$ cat src/rtl/anlink_pkg.sv
// Shared types for the link auto-negotiation arbiter.
// Assumes the four-bit ability order used on all ports: 3=100FD, 2=100HD, 1=10FD, 0=10HD.
package anlink_pkg;
    localparam int unsigned ABIL_W = 4;
    localparam int unsigned MODE_W = 2;

    typedef enum logic [2:0] {
        ST_BREAK,
        ST_ABIL,
        ST_ACK,
        ST_LINK,
        ST_FORCED
    } an_state_e;
endpackage

$ cat src/rtl/anlink_resolve.sv
// Priority resolver: returns the index of the highest set bit of the common
// ability vector. Assumes bit order equals mode priority (highest index wins).
module anlink_resolve #(
    parameter int unsigned N = 4
) (
    input  logic [N-1:0]         common,
    output logic                 found,
    output logic [$clog2(N)-1:0] idx
);
    localparam int unsigned IW = $clog2(N);

    // Scan upward so the last (highest) set bit overrides lower ones.
    always_comb begin
        found = 1'b0;
        idx   = '0;
        for (int i = 0; i < int'(N); i++) begin
            if (common[i]) begin
                found = 1'b1;
                idx   = IW'(i);
            end
        end
    end
endmodule

$ cat src/rtl/anlink_timer.sv
// Down-counting interval timer. It reloads on load and reports expired when it
// reaches zero. Assumes the owner reloads it on every event that restarts the window.
module anlink_timer #(
    parameter int unsigned W = 8
) (
    input  logic         clk,
    input  logic         rst_n,
    input  logic         load,
    input  logic [W-1:0] load_val,
    output logic         expired
);
    logic [W-1:0] cnt;

    // Load, else count down towards zero and hold there.
    always_ff @(posedge clk) begin
        if (!rst_n)            cnt <= load_val;
        else if (load)         cnt <= load_val;
        else if (cnt != '0)    cnt <= cnt - 1'b1;
    end

    assign expired = (cnt == '0);
endmodule

$ cat src/rtl/anlink_arbiter.sv
// Link auto-negotiation arbiter for a 10/100 link. It sequences the break, ability,
// acknowledge and link phases, resolves the common mode, falls back to
// parallel detection, and supports a forced mode. Assumes decoded partner
// words arrive as one-cycle strobes and that all inputs are synchronous to clk.
module anlink_arbiter
    import anlink_pkg::*;
#(
    parameter int unsigned BREAK_CYC = 31_250_000,
    parameter int unsigned BURST_TO  = 1_250_000,
    parameter int unsigned ACK_WORDS = 3
) (
    input  logic              clk,
    input  logic              rst_n,
    input  logic              cfg_restart,
    input  logic              cfg_an_en,
    input  logic              cfg_force_100,
    input  logic              cfg_force_fd,
    input  logic [ABIL_W-1:0] cfg_adv,
    input  logic              rx_word_valid,
    input  logic [ABIL_W-1:0] rx_abil,
    input  logic              rx_ack,
    input  logic              det_100_sym,
    input  logic              det_10_nlp,
    input  logic              link_lost,
    output logic              flp_tx_en,
    output logic [ABIL_W-1:0] tx_abil,
    output logic              tx_ack,
    output logic              link_good,
    output logic [MODE_W-1:0] link_mode,
    output logic [ABIL_W-1:0] lp_abil,
    output logic              lp_an_able,
    output logic              pd_fault
);
    localparam int unsigned BRK_W = $clog2(BREAK_CYC + 1);
    localparam int unsigned BST_W = $clog2(BURST_TO + 1);
    localparam int unsigned CNT_W = $clog2(ACK_WORDS + 1);
    localparam logic [CNT_W-1:0] ACK_LAST = CNT_W'(ACK_WORDS - 1);

    an_state_e         state, state_nxt;
    logic [ABIL_W-1:0] adv_q, lp_q, lp_nxt;
    logic [MODE_W-1:0] mode_q, mode_nxt;
    logic [CNT_W-1:0]  ack_cnt, ack_cnt_nxt;
    logic              able_q, able_nxt, fault_q, fault_nxt;
    logic              go_restart, brk_expired, bst_expired, bst_load, in_flp;
    logic              rx_found, hold_found;
    logic [MODE_W-1:0] rx_idx, hold_idx;

    assign go_restart = cfg_an_en & cfg_restart;
    assign in_flp     = (state == ST_ABIL) || (state == ST_ACK);

    anlink_resolve #(.N(ABIL_W)) u_res_rx (
        .common (adv_q & rx_abil),
        .found  (rx_found),
        .idx    (rx_idx)
    );

    anlink_resolve #(.N(ABIL_W)) u_res_hold (
        .common (adv_q & lp_q),
        .found  (hold_found),
        .idx    (hold_idx)
    );

    anlink_timer #(.W(BRK_W)) u_brk_tmr (
        .clk      (clk),
        .rst_n    (rst_n),
        .load     (go_restart),
        .load_val (BRK_W'(BREAK_CYC)),
        .expired  (brk_expired)
    );

    assign bst_load = rx_word_valid | bst_expired | !in_flp | (state_nxt != state);

    anlink_timer #(.W(BST_W)) u_bst_tmr (
        .clk      (clk),
        .rst_n    (rst_n),
        .load     (bst_load),
        .load_val (BST_W'(BURST_TO)),
        .expired  (bst_expired)
    );

    // Next-state and status update; priority is disable, restart, then phase events.
    always_comb begin
        state_nxt   = state;
        lp_nxt      = lp_q;
        mode_nxt    = mode_q;
        ack_cnt_nxt = ack_cnt;
        able_nxt    = able_q;
        fault_nxt   = fault_q;
        if (!cfg_an_en) begin
            state_nxt = ST_FORCED;
        end else if (cfg_restart) begin
            state_nxt = ST_BREAK;
            fault_nxt = 1'b0;
        end else begin
            unique case (state)
                ST_FORCED: state_nxt = ST_ABIL;
                ST_BREAK:  if (brk_expired) state_nxt = ST_ABIL;
                ST_ABIL: begin
                    if (rx_word_valid) begin
                        lp_nxt   = rx_abil;
                        able_nxt = 1'b1;
                        if (rx_found) begin
                            state_nxt   = ST_ACK;
                            ack_cnt_nxt = '0;
                        end
                    end else if (bst_expired) begin
                        if (det_100_sym && det_10_nlp) begin
                            fault_nxt = 1'b1;
                        end else if (det_100_sym || det_10_nlp) begin
                            state_nxt = ST_LINK;
                            mode_nxt  = det_100_sym ? 2'd2 : 2'd0;
                            lp_nxt    = det_100_sym ? 4'b0100 : 4'b0001;
                            able_nxt  = 1'b0;
                        end
                    end
                end
                ST_ACK: begin
                    if (link_lost) begin
                        state_nxt = ST_ABIL;
                    end else if (rx_word_valid) begin
                        if (rx_abil != lp_q) begin
                            state_nxt = ST_ABIL;
                        end else if (!rx_ack) begin
                            ack_cnt_nxt = '0;
                        end else if (ack_cnt == ACK_LAST && hold_found) begin
                            state_nxt = ST_LINK;
                            mode_nxt  = hold_idx;
                        end else begin
                            ack_cnt_nxt = ack_cnt + 1'b1;
                        end
                    end else if (bst_expired) begin
                        state_nxt = ST_ABIL;
                    end
                end
                ST_LINK:  if (link_lost) state_nxt = ST_ABIL;
                default:  state_nxt = ST_ABIL;
            endcase
        end
    end

    // State and status registers.
    always_ff @(posedge clk) begin
        if (!rst_n) begin
            state   <= ST_ABIL;
            adv_q   <= cfg_adv;
            lp_q    <= '0;
            mode_q  <= '0;
            ack_cnt <= '0;
            able_q  <= 1'b0;
            fault_q <= 1'b0;
        end else begin
            state   <= state_nxt;
            lp_q    <= lp_nxt;
            mode_q  <= mode_nxt;
            ack_cnt <= ack_cnt_nxt;
            able_q  <= able_nxt;
            fault_q <= fault_nxt;
            if (go_restart) adv_q <= cfg_adv;
        end
    end

    // Output decode from the phase.
    always_comb begin
        flp_tx_en  = in_flp;
        tx_abil    = adv_q;
        tx_ack     = (state == ST_ACK);
        link_good  = (state == ST_LINK) || (state == ST_FORCED);
        link_mode  = (state == ST_FORCED) ? {cfg_force_100, cfg_force_fd}
                   : (state == ST_LINK)   ? mode_q : '0;
        lp_abil    = lp_q;
        lp_an_able = able_q;
        pd_fault   = fault_q;
    end
endmodule

$ cat config.mk
export PLATFORM = sky130hd
export DESIGN_NAME = anlink_arbiter
export DESIGN_NICKNAME = d
export VERILOG_FILES = /design/src/rtl/anlink_pkg.sv /design/src/rtl/anlink_resolve.sv /design/src/rtl/anlink_timer.sv /design/src/rtl/anlink_arbiter.sv
export SDC_FILE = /design/constraint.sdc
export NUM_CORES = 1
export LEC_CHECK = 0
export ABC_AREA = 0
export ABC_CLOCK_PERIOD_IN_PS = 2350
export BUFFER_PORTS_ARGS = -buffer_cell sky130_fd_sc_hd__clkbuf_2
export CAP_MARGIN = 20
export CORE_MARGIN = 5
export CORE_UTILIZATION = 53
export DETAILED_ROUTE_END_ITERATION = 8
export PLACE_DENSITY = 0.76
export SETUP_SLACK_MARGIN = 0.5
export SYNTH_ARGS = -nofsm -noshare
export SYNTH_HDL_FRONTEND = slang
export SYNTH_SLANG_ARGS = --single-unit
export TNS_END_PERCENT = 10
$ cat constraint.sdc
create_clock -name clk -period 2.35 [get_ports clk]
set_input_delay 0.235 -clock clk [delete_from_list [all_inputs] [get_ports clk]]
set_output_delay 0.235 -clock clk [all_outputs]
set_load 0.01 [all_outputs]
==> results.cfg <==
[status]
run_status = finished, violations left
violations_in_the_final_reports = negative setup slack

[finish]
area.growth.synth_to_final_pct = 27.96
drive_gt1_frac = 0.2915
layout.cell_area.non_filler_sq_um = 4145
fillers = 452
antenna-diode-count = 0
finish.net_count = 465
post-route-util = 0.7001

[worst_hold_path]
worst_hold_path_type = input pin to flip-flop
hold-path-cell-count = 1

[global_routing]
grt_max_degree = 16
antenna_found_initial = 0
global_route_wire_length_before_repair_mm = 13.46
overflow = 0
grtUsageTotal = 0.2189
grt_pass1_vias = 3027

[detailed_routing]
post_drt_wl_per_cell_microns = 16.31
vias_per_cell = 6.180
wl_met1_mm = 3.572
drt_iter0_markers = 161
totalWireLength_mm = 8.499
route.antenna.remaining_nets = 0
detail_route.drc_violations = 0
drt_first_pass_iters = 5
route.met2.wl_mm = 4.164
dr.max_layer_used = met4
vias = 3220
detailroute.wirelength.met3_microns = 566

[timing]
timing.max_slew.rel_slack = 0.6001
setup_violating_endpoint_count_in_the_final_report = 1
timing.final.ws_setup_ns = -0.01681
finalSetupTns_ns = -0.01681
worst_margin_slew_ns = 0.5999
pins_over_slew_limit = 0
fin_skew_ns = 0.01447
final_hold_viol_count = 0
finalCritPeriodShare = 1.007
finalWorstPathRequiredPeriod_ns = 2.367
timing.fmax_ghz = 0.4225
grt_setup_unrepaired = true

[place]
port_buffers = 33
placement.cell_area_sq_um = 3660
detailedPlacementHpwl_mm = 5.723
gp_routability_congestion = 0.8157
detailedPlace.worstSlack_ns = -0.001248

[clock_tree]
clock_tree.buffer_depth = 2
cts-buffers-inserted = 9
clk_transition_reported_paths_ns = 0.08
tritoncts_clock_tree = done
post_cts_hold_buffer_count = 0
cts.htree.levels = 3
cts_root_buf = sky130_fd_sc_hd__clkbuf_8
clock_latency_ns = 0.35
clock_sinks = 63

[synthesis]
syn-num-nets = 406
yosys_warnings = 0
synth_edf_count = 4
synth_seq_cells = 63
synth_flop_cell = sky130_fd_sc_hd__dfxtp_1
synthTopCellsByArea = sky130_fd_sc_hd__dfxtp_1 (36%), sky130_fd_sc_hd__nor2_1 (4.4%), sky130_fd_sc_hd__a21oi_1 (3.9%), sky130_fd_sc_hd__xor2_1 (3.8%), sky130_fd_sc_hd__o21ai_0 (3.7%)
sequential_area_share_after_synthesis = 0.4017
syn_area_sq_um = 3239
synth_top_cell_area_share = 0.3646
netlist_instances = 382
ys_async_sr_fraction = 0
synth.distinct_cells = 55
avgSynthCellArea_sq_um = 8.480
synth.largest_area_cell = sky130_fd_sc_hd__dfxtp_1

[worst_setup_path]
crit_path_end_kind = flip-flop
critPathSlowestCell = sky130_fd_sc_hd__or4_1
critical_path_arrival_ns = 2.64
worst_r2r_path_depth = 5
critical_path.cell_chain = or4_1, or4_4, or4_4, or4_1, o21ai_1
worstPathMaxFanout = 11
slowest_delay_ns = 0.52
worst-setup-path-type = flip-flop to flip-flop
crit_required_ns = 2.63
critPathLaunchType = flip-flop

[power]
cellLeakagePower_nw = 1.579
vdd_ir_drop_max_v = 0.0004390
p_total_mw = 2.371
powerDensity_nw_per_um2 = 572.1

[die]
die_area_sq_um = 7776
boundaryPins = 34
site_rows = 28
initial_core_util = 0.5471
die_height_microns = 88.18
floorplan.die.width_microns = 88.18
coreArea_sq_um = 5921

[flow_run]
drv.max_cap_violation_count = 0
## Yosys cell counts (9+ instances only)
master,count
sky130_fd_sc_hd__a21oi_1,25
sky130_fd_sc_hd__xor2_1,14
sky130_fd_sc_hd__nor4_1,13
sky130_fd_sc_hd__nor3_1,11
sky130_fd_sc_hd__dfxtp_1,59
sky130_fd_sc_hd__or4_1,13
sky130_fd_sc_hd__clkbuf_1,10
sky130_fd_sc_hd__or3_1,18
sky130_fd_sc_hd__inv_1,13
sky130_fd_sc_hd__o21ai_0,24
sky130_fd_sc_hd__and3_1,9
sky130_fd_sc_hd__xnor2_1,11
sky130_fd_sc_hd__nand2_1,23
sky130_fd_sc_hd__nor2_1,38
sky130_fd_sc_hd__nand3_1,9
## flip-flops by register name, indices dropped and copies added (netlist names)
name / cells
lp_an_able: 1
ack_cnt: 2
u_bst_tmr.cnt: 21
mode_q: 2
state: 3
lp_abil: 4
tx_abil: 4
u_brk_tmr.cnt: 25
pd_fault: 1
## per-layer routing
layer  track usage  up-vias
met5             0        -
met4        0.1030        0
met3       0.06209       25
met2        0.3759      117
met1        0.2499     1538
li1              -     1540
## cells in the final DEF, fill, tap and decap left out, types with 3 or more instances in the layout
cell                       Yosys  layout
sky130_fd_sc_hd__or4_1        13       8
sky130_fd_sc_hd__edfxtp_1      4       4
sky130_fd_sc_hd__o21ai_0      24      18
sky130_fd_sc_hd__a21oi_1      25      22
sky130_fd_sc_hd__inv_1        13       9
sky130_fd_sc_hd__nor3_1       11      10
sky130_fd_sc_hd__buf_6         1       6
sky130_fd_sc_hd__dfxtp_2       0       9
sky130_fd_sc_hd__nand3_1       9       9
sky130_fd_sc_hd__o21ai_1       3       9
sky130_fd_sc_hd__a211oi_1      6       3
sky130_fd_sc_hd__clkbuf_8      0      10
sky130_fd_sc_hd__or4_4         3       8
sky130_fd_sc_hd__or3_1        18      16
sky130_fd_sc_hd__o211ai_1      7       7
sky130_fd_sc_hd__a21oi_2       0       3
sky130_fd_sc_hd__and2_1        4       3
sky130_fd_sc_hd__buf_4         0      22
sky130_fd_sc_hd__a22oi_1       3       3
sky130_fd_sc_hd__nor4_2        1       3
sky130_fd_sc_hd__xor2_1       14      14
sky130_fd_sc_hd__ha_1          5       3
sky130_fd_sc_hd__nor4_1       13       7
sky130_fd_sc_hd__xnor2_1      11      11
sky130_fd_sc_hd__nand4_1       8       8
sky130_fd_sc_hd__and3_1        9       9
sky130_fd_sc_hd__a31oi_1       3       3
sky130_fd_sc_hd__dfxtp_1      59      50
sky130_fd_sc_hd__a32o_1        3       3
sky130_fd_sc_hd__nor2b_1       5       5
sky130_fd_sc_hd__a211oi_2      0       3
sky130_fd_sc_hd__clkbuf_2      0      33
sky130_fd_sc_hd__nor2_2        0       3
sky130_fd_sc_hd__inv_2         0       4
sky130_fd_sc_hd__nor4_4        0       4
sky130_fd_sc_hd__nor2_1       38      35
sky130_fd_sc_hd__nand2_1      23      22
## cell families (layout without fill, tap and decap cells)
kind of cell	count (synthesis)	count (layout)	synth area share
xor+xnor	25	25	0.06759
simple gates	168	168	0.2889
compound gates	93	93	0.1831
fa+ha+maj	5	5	0.01931
flops	63	63	0.4017
mux	2	2	0.006180
buf+inv	26	90	0.03322
## repair_timing
| item | 4_1_cts | 5_1_grt |
|---|---|---|
| resized for setup | 59 | 8 |
| setup buffers | 1 | 1 |
| pin swaps | 32 | 3 |
| setup endpoints to repair | 58 | 58 |
## critical path: cells and delay by family, from the launching register on
family / cells / cell delay, ns
compound gates: 1 / 0.08
flops: 1 / 0.35
simple gates: 4 / 1.87
## power by group
group	switching [mW]	internal (mW)	leakage, nW
logic	0.110	0.0837	0.950
clock network	0.418	0.624	0.110
registers	0.0316	1.10	0.518
total	0.559	1.81	1.58
## per-stage QoR
step                hold WS, ns  instances
global route            0.04157        521
finish                  0.05644        521
global placement         0.4129        503
floorplan                0.3074        382
detailed placement       0.4141        503
CTS                     0.04160        520
## layout make-up
class | count | area [sq um] | share of cell area
Multi-Input combinational cell | 293 | 2077 | 0.5011
Sequential cell | 63 | 1313 | 0.3166
Timing Repair Buffer | 61 | 397.9 | 0.09599
Clock buffer | 12 | 145.1 | 0.03501
Tap cell | 75 | 93.84 | 0.02264
Clock inverter | 4 | 70.07 | 0.01690
Inverter | 13 | 48.80 | 0.01177
## path summary, 6_finish.rpt
| kind | start | endpoint | slack [ns] |
|---|---|---|---|
| hold reg to reg | u_bst_tmr.cnt[0]$_SDFFE_PP0N_ | u_bst_tmr.cnt[0]$_SDFFE_PP0N_ | 0.44 |
| setup reg to reg | u_brk_tmr.cnt[6]$_SDFFE_PP1N_ | u_brk_tmr.cnt[21]$_SDFFE_PP0N_ | -0.02 |
| setup / recovery | u_brk_tmr.cnt[6]$_SDFFE_PP1N_ | u_brk_tmr.cnt[21]$_SDFFE_PP0N_ | -0.02 |
| hold / removal | cfg_adv[0] | tx_abil[0]$_DFFE_PP_ | 0.06 |
Note: power is estimated with default switching activity, not from simulation.
